<file path="config.mk">
export PLATFORM = sky130hd
export DESIGN_NAME = tlb_zone_lookup
export DESIGN_NICKNAME = d
export VERILOG_FILES = /design/src/rtl/tlb_zone_lookup.sv
export SDC_FILE = /design/constraint.sdc
export NUM_CORES = 1
export LEC_CHECK = 0
export ABC_AREA = 1
export CAP_MARGIN = 20
export CORE_ASPECT_RATIO = 1.5
export CORE_MARGIN = 5
export CORE_UTILIZATION = 36
export CTS_CLUSTER_DIAMETER = 200
export DETAILED_ROUTE_END_ITERATION = 7
export HOLD_SLACK_MARGIN = 0.06
export SLEW_MARGIN = 10
export SYNTH_ARGS = -nofsm -noshare
export SYNTH_HDL_FRONTEND = slang
export SYNTH_SLANG_ARGS = --single-unit
</file>
<file path="constraint.sdc">
create_clock -name clk -period 10.1 [get_ports clk]
set_input_delay 3.03 -clock clk [delete_from_list [all_inputs] [get_ports clk]]
set_output_delay 3.03 -clock clk [all_outputs]
set_load 0.02 [all_outputs]
</file>
<file path="src/rtl/tlb_zone_lookup.sv">
module tlb_zone_lookup #(
  parameter int ENTRIES = 8,
  parameter int EA_W    = 32,
  parameter int PG_W    = 12,
  parameter int PID_W   = 8,
  parameter int ZONES   = 16,
  localparam int IDX_W  = $clog2(ENTRIES),
  localparam int ZI_W   = $clog2(ZONES),
  localparam int VPN_W  = EA_W - PG_W
) (
  input  logic             clk,
  input  logic             rst_n,
  input  logic             wr_en,
  input  logic [IDX_W-1:0] wr_idx,
  input  logic             wr_valid,
  input  logic [VPN_W-1:0] wr_tag,
  input  logic [PID_W-1:0] wr_pid,
  input  logic [VPN_W-1:0] wr_rpn,
  input  logic [ZI_W-1:0]  wr_zone,
  input  logic             wr_exec,
  input  logic             wr_write,
  input  logic             wr_guard,
  input  logic [2*ZONES-1:0] zone_prot,
  input  logic             xlat_fetch_en,
  input  logic             xlat_data_en,
  input  logic             req_valid,
  input  logic [EA_W-1:0]  req_ea,
  input  logic [PID_W-1:0] req_pid,
  input  logic [2:0]       req_op,
  input  logic             req_super,
  output logic             res_valid,
  output logic [EA_W-1:0]  res_addr,
  output logic [2:0]       res_code
);

  localparam logic [2:0] C_OK = 3'd0, C_IMISS = 3'd1, C_DMISS = 3'd2,
                         C_IFLT = 3'd3, C_DFLT = 3'd4, C_NOP = 3'd5;

  logic [ENTRIES-1:0] e_valid;
  logic [VPN_W-1:0]   e_tag  [ENTRIES];
  logic [PID_W-1:0]   e_pid  [ENTRIES];
  logic [VPN_W-1:0]   e_rpn  [ENTRIES];
  logic [ZI_W-1:0]    e_zone [ENTRIES];
  logic [ENTRIES-1:0] e_exec, e_write, e_guard;

  always_ff @(posedge clk) begin
    if (!rst_n) e_valid <= '0;
    else if (wr_en) begin
      e_valid[wr_idx] <= wr_valid;
      e_tag[wr_idx]   <= wr_tag;
      e_pid[wr_idx]   <= wr_pid;
      e_rpn[wr_idx]   <= wr_rpn;
      e_zone[wr_idx]  <= wr_zone;
      e_exec[wr_idx]  <= wr_exec;
      e_write[wr_idx] <= wr_write;
      e_guard[wr_idx] <= wr_guard;
    end
  end

  logic [ENTRIES-1:0] hit_vec;
  for (genvar i = 0; i < ENTRIES; i++) begin : g_cmp
    assign hit_vec[i] = e_valid[i] && (e_tag[i] == req_ea[EA_W-1:PG_W]) && (e_pid[i] == req_pid);
  end

  logic [IDX_W-1:0] sel;
  always_comb begin
    sel = '0;
    for (int i = ENTRIES - 1; i >= 0; i--)
      if (hit_vec[i]) sel = IDX_W'(i);
  end

  wire       hit      = |hit_vec;
  wire [1:0] zf       = zone_prot[{e_zone[sel], 1'b0} +: 2];
  wire       ex       = e_exec[sel];
  wire       wp       = e_write[sel];
  wire       gd       = e_guard[sel];
  wire       is_fetch = (req_op == 3'd0);
  wire       is_alloc = (req_op == 3'd4);
  wire       is_touch = (req_op == 3'd5);
  wire       wr_class = (req_op == 3'd2) || (req_op == 3'd3) || is_alloc;
  wire       xl_on    = is_fetch ? xlat_fetch_en : xlat_data_en;

  wire f_fetch = gd || (req_super ? (!ex && !zf[1])
                                  : ((zf == 2'b00) || (!ex && zf != 2'b11)));
  wire f_data  = req_super ? (wr_class && !wp && !zf[1])
                           : ((zf == 2'b00) || (wr_class && !wp && zf != 2'b11));

  logic [2:0] code_d;
  always_comb begin
    if (!xl_on)        code_d = C_OK;
    else if (!hit)     code_d = is_fetch ? C_IMISS : (is_touch ? C_NOP : C_DMISS);
    else if (is_fetch) code_d = f_fetch ? C_IFLT : C_OK;
    else if (f_data)   code_d = (is_alloc || is_touch) ? C_NOP : C_DFLT;
    else               code_d = C_OK;
  end

  wire [EA_W-1:0] addr_d = (xl_on && code_d == C_OK) ? {e_rpn[sel], req_ea[PG_W-1:0]} : req_ea;

  always_ff @(posedge clk) begin
    if (!rst_n) begin
      res_valid <= 1'b0;
      res_code  <= C_OK;
      res_addr  <= '0;
    end else begin
      res_valid <= req_valid;
      res_code  <= code_d;
      res_addr  <= addr_d;
    end
  end

endmodule


</file>
Word-level counts from Yosys, hierarchy flattened
Memory sizes are Yosys's and may differ from the RTL's.
Cells that the tools add are included.
W data, S select, Z words.
{ "totals": {"ff_bits": 68, "ram_bits": 416, "in_bits": 141, "out_inout_bits": 36, "wordCells": 108, "mem_count": 4} }
{ "mem_list": {"columns": ["name", "depth", "word_bits", "rd", "rd_ports_with_merged_regs", "write_ports", "line", "rtl"], "rows": [
  ["e_rpn", 8, 20, 1, 0, 1, "42", "logic [VPN_W-1:0] e_rpn [ENTRIES];"],
  ["e_tag", 8, 20, 8, 0, 1, "40", "logic [VPN_W-1:0] e_tag [ENTRIES];"],
  ["e_pid", 8, 8, 8, 0, 1, "41", "logic [PID_W-1:0] e_pid [ENTRIES];"],
  ["e_zone", 8, 4, 1, 0, 1, "43", "logic [ZI_W-1:0] e_zone [ENTRIES];"]
]} }
{ "op_classes": {"n_lt_le_gt_ge": 3, "n_eq_ne": 21, "shifts": 1, "mux": 35, "n_reduce_logical": 37} }
{ "op_table": {"columns": ["op", "n"], "rows": [
  ["$eq A20 B20 Y1", 8],
  ["$eq A8 B8 Y1", 8],
  ["$mux W3", 14],
  ["$bwmux W8", 4],
  ["$mux W32", 1],
  ["$shiftx A32 B6 Y2", 1],
  ["$logic_and A1 B1 Y1", 23],
  ["$mux W1", 11],
  ["$bmux W1 S3", 3],
  ["$lt A3 B4 Y1 const B", 2],
  ["$reduce_or A8 Y1", 1],
  ["$eq A3 B2 Y1 const B", 2],
  ["$eq A3 B3 Y1 const B", 2],
  ["$logic_not A3 Y1", 2],
  ["$logic_or A1 B1 Y1", 6],
  ["$demux W1 S3", 1],
  ["$ge A3 B1 Y1 const B", 1],
  ["$logic_not A1 Y1", 3],
  ["$logic_not A2 Y1", 1],
  ["$mux W2", 1],
  ["$ne A2 B2 Y1 const B", 1],
  ["$reduce_and A2 Y1", 1]
]} }

Longest topological paths before layout
{ "logic_depth": {"depth_word": 25, "ltp_mapped": 39, "ltp_nobuf": 35} }

Worst setup path before layout
No wires, ideal clock.
{ "synth_timing": {"kind": "input to register", "start": "input rst_n", "end": "register e_exec[2] (enable)", "setup_ns": 0.469, "t_arrival_ns": 5.777, "t_required_ns": 9.631, "setup_slack_ns": 3.854, "path_stages": 4, "path_buffers": 2, "cell_sequence": "clkbuf_1 -> inv_1 -> clkbuf_1 -> nor2_1"} }
{ "synth_between": {"elab_chain_cells": 1} }
{ "synth_rtl": {"columns": ["element", "line", "rtl"], "rows": [
  ["from (decl)", "12", "input logic rst_n,"],
  ["$reduce_and A2 Y1 (no line)", null, null],
  ["to (signal, indexed assignment)", "54", "e_exec[wr_idx] <= wr_exec;"],
  ["to (decl)", "44", "logic [ENTRIES-1:0] e_exec, e_write, e_guard;"]
]} }
No other way between the ends.
A chain may end at the register's enable or synchronous reset.

Worst setup path after layout
{ "layout_timing": {"start": "input req_pid[5]", "end": "register res_addr[24]"} }
{ "layout_between": {"elab_chain_cells": 24, "word_cells_on_any_way": 57, "classes_between": "eq/ne: 9; shift: 1; mux: 22; reduce/logical: 23; memory: 2"} }
{ "layout_rtl": {"columns": ["element", "line", "rtl"], "rows": [
  ["from (decl)", "28", "input logic [PID_W-1:0] req_pid,"],
  ["$eq A8 B8 Y1", "62", "assign hit_vec[i] = e_valid[i] && (e_tag[i] == req_ea[EA_W-1:PG_W]) && (e_pid[i] == req_pid);"],
  ["$logic_and A1 B1 Y1", "62", null],
  ["$mux W3 (8 in a row)", "69", "if (hit_vec[i]) sel = IDX_W'(i);"],
  ["$mem_v2 Z8 W4, or another cell as far along", null, null],
  ["$shiftx A32 B6 Y2, or another cell as far along", "73", "wire [1:0] zf = zone_prot[{e_zone[sel], 1'b0} +: 2];"],
  ["$ne A2 B2 Y1, or another cell as far along", "84, 86", null],
  ["$logic_and A1 B1 Y1, on equally long branches", "84, 85, 86", null],
  ["$logic_or A1 B1 Y1 or $logic_and A1 B1 Y1 (tied branches)", "84, 86", null],
  ["$mux W1 or $logic_or A1 B1 Y1 (tied branches)", "83, 86", null],
  ["$logic_or A1 B1 Y1 or $mux W1 (tied branches)", "83, 85", null],
  ["$mux W2 or $mux W3 (tied branches)", "92, 93", null],
  ["$mux W3", "92", "else if (is_fetch) code_d = f_fetch ? C_IFLT : C_OK;"],
  ["$mux W3", "91", "else if (!hit) code_d = is_fetch ? C_IMISS : (is_touch ? C_NOP : C_DMISS);"],
  ["$mux W3", "90", "if (!xl_on) code_d = C_OK;"],
  ["$logic_not A3 Y1", "97", "wire [EA_W-1:0] addr_d = (xl_on && code_d == C_OK) ? {e_rpn[sel], req_ea[PG_W-1:0]} : req_ea;"],
  ["$logic_and A1 B1 Y1", "97", null],
  ["$mux W32 *", "97", null],
  ["to (signal assigned)", "107", "res_addr <= addr_d;"],
  ["to (decl)", "32", "output logic [EA_W-1:0] res_addr,"]
]} }
Mark *: on every way between the ends. The rest lies on a longest branch, timed or not. The select of a mux whose other input is x is not followed.

==> results.tsv <==
stage	metric	value	unit
outcome	status	complete, no violations	
routing	dr.pass1.iters	8	
yosys	synth_edf_count	440	
yosys	seq_area_frac_synth	61.5	%
sta	slew_violations	0	
placement	place_congestion	1.02	
global_routing	grt-ovfl-total	0	
yosys	ys_seq_elements	484	
worst_setup_path	slowest_delay	0.96	ns
global_routing	grt_max_degree	83	
worst_setup_path	crit_path_top_delay_cell	clkdlybuf4s50_1	
routing	via_per_inst	5.29	
clock_tree	clock_latency	0.61	ns
yosys	async_flop_share	0	%
floorplan	dieHeight	319	um
clock_tree	clk_pin_slew	0.06	ns
worst_setup_path	required	10.59	ns
layout	diodes	0	
placement	dp_hpwl	68300	um
sta	clock-skew-final	0.0263	ns
global_routing	antenna_found_initial	2	
layout	area_delta_synth_final	17.8	%
power	vdd_drop_max	125	uV
sta	hold_viol	0	
sta	finalCriticalPeriod	8.38	ns
sta	fmax	0.119	GHz
routing	postRouteAntennaNets	0	
sta	worst_slack	1.72	ns
worst_setup_path	crit_type	in2reg	
layout	fin_nets	2708	
yosys	ys_top_cells_by_area	edfxtp_1 58%, nand2_1 13%, dfxtp_1 3.8%, inv_1 3.6%, nand3_1 3.5%	
job	cap_violations	0	
clock_tree	cts_setup_buffers	0	
clock_tree	cts_tree	done	
routing	wl	91900	um
yosys	yosysTopAreaCell	edfxtp_1	
clock_tree	cts_sinks	484	
clock_tree	ctsHoldBuffers	0	
clock_tree	root_buffer	clkbuf_16	
global_routing	grt_usage	25.8	%
sta	relSlewSlack	29.3	%
clock_tree	htree_levels	2	
placement	io_buffers	176	
worst_setup_path	crit_path_frequent_cell	nand2_1	
yosys	ys_types	48	
global_routing	grt_pass1_wl	128000	um
floorplan	ios	177	
global_routing	first_global_vias	18200	
placement	dp_slack	1.17	ns
routing	vias	18000	
yosys	netlist_instances	2399	
worst_setup_path	path_max_fanout	31	
floorplan	rows	113	
power	p_leak	10.6	nW
sta	tns	0	ns
worst_setup_path	arrival	8.87	ns
floorplan	initial_core_util	36.3	%
yosys	syn-num-nets	2540	
worst_setup_path	endpoint_kind	flip-flop	
yosys	synth_top_area_share	57.6	%
yosys	yosys_warnings	0	
hold_path	min_path_type	reg2reg	
floorplan	floorplan.die.width	216	um
yosys	syn_area_per_cell	9.56	um^2
yosys	synthFlopType	edfxtp_1	
floorplan	core-area	63200	um^2
routing	routedWlPerCell	26.9	um
sta	rsz0062_at_grt	no	
power	p_per_area	163	nW/um^2
clock_tree	post_cts_resized	0	
layout	mostFrequentLayoutCells	774 x nand2_1, 440 x edfxtp_1, 221 x inv_1	
clock_tree	numCtsBuffers	47	
worst_setup_path	startpoint_type	primary input	
routing	drtIter0Drc	1450	
routing	drc_errors	0	
sta	fin_crit_sh	83.0	%
floorplan	die_area	68900	um^2
layout	final_common_cell	nand2_1	
clock_tree	cts_buffer_depth	3	
sta	report.final.setup_viol	0	
sta	tightestPinTransition	1.06	ns
yosys	netlist_area	22900	um^2
layout	drive_gt1_share	7.14	%
-- where the power goes --
part | total, W | switching [W] | leakage [nW] | internal (W)
clock | 0.00173 | 0.000805 | 0.710 | 0.000928
combinational | 0.000408 | 0.000276 | 5.56 | 0.000132
sequential | 0.00226 | 0.0000227 | 4.34 | 0.00223
total | 0.00440 | 0.00110 | 10.6 | 0.00329
-- state kept, by name, indices dropped and copies added (netlist names) --
| signal | count |
|---|---|
| e_rpn | 160 |
| e_pid | 64 |
| e_write | 8 |
| res_addr | 32 |
| e_valid | 8 |
| e_tag | 160 |
| res_valid | 1 |
| e_exec | 8 |
| e_guard | 8 |
| res_code | 3 |
| e_zone | 32 |
-- kinds of logic after synthesis --
family / after synthesis / synth area share, %
xor gates and xnor gates: 59 / 2.25
buffers and inverters: 342 / 6.35
muxes: 9 / 0.393
and+or+nand+nor: 1320 / 24.9
DFF: 484 / 61.5
AOI/OAI and AO/OA: 185 / 4.61
-- worst paths after layout --
kind                            cells after the start  slack [ns]               startpoint                 endpoint
worst max register to register                     24        4.69    e_tag[0][8]$_DFFE_PP_  res_addr[24]$_SDFF_PN0_
worst max-delay path                               32        1.72               req_pid[5]  res_addr[24]$_SDFF_PN0_
worst min register to register                      2        0.58  e_valid[1]$_SDFFE_PN0P_  e_valid[1]$_SDFFE_PN0P_
worst min-delay path                                2        0.58  e_valid[1]$_SDFFE_PN0P_  e_valid[1]$_SDFFE_PN0P_
-- synthesized netlist by cell type, types with 8 or more instances --
cell type  number
buf_2          32
nand4_1        60
nor3_1         31
xnor2_1        35
o22ai_1        37
buf_1           9
inv_1         221
buf_6          11
clkbuf_1       24
buf_4          13
nor3b_1         8
inv_2          32
a21oi_1        29
nand3b_1       17
a31oi_1        18
dfxtp_1        44
mux2i_1         9
nand3_1       160
edfxtp_1      440
nor4_1         10
o21ai_1        10
o21ai_0        78
or2_1           8
xor2_1         24
nor2_1        207
or2_2          16
nand2_1       774
-- layer usage --
metal | share of wire (%) | GRT usage, % | vias up | wire, um
li1 | - | - | 8367 | -
met1 | 34 | 26.5 | 8785 | 31400
met2 | 52 | 47.6 | 637 | 48100
met3 | 4.4 | 3.22 | 247 | 4060
met4 | 9.1 | 19.3 | 0 | 8370
met5 | 0 | 0 | - | 0
-- worst max-delay path: cells and delay by family --
kind | cells | cell delay [ns]
AOI/OAI and AO/OA | 1 | 0.29
and+or+nand+nor | 29 | 4.10
buffers and inverters | 2 | 1.38
-- stage by stage --
| stage | instance area [um^2] | power [W] | cells | hold WS, ns | utilization, % |
|---|---|---|---|---|---|
| finish | 27000 | 0.00440 | 3409 | 0.577 | 42.7 |
| CTS | 27000 | 0.00442 | 3409 | 0.594 | 42.7 |
| detailed placement | 25500 | 0.00270 | 3323 | 0.580 | 40.4 |
| global route | 27000 | 0.00453 | 3409 | 0.627 | 42.7 |
| global placement | 25500 | 0.00270 | 3321 | 0.561 | 40.3 |
| floorplan | 22900 | 0.00247 | 2399 | 0.445 | - |
-- cell type report --
class	count	area [um^2]
clock buffer	58	1230
timing repair buffer	208	2020
fill	6097	36200
clock inverter	28	262
multi-input combinational	1573	7450
inverter	253	950
sequential	484	14100
tap	805	1010
Power figures use the tool's default switching activity.
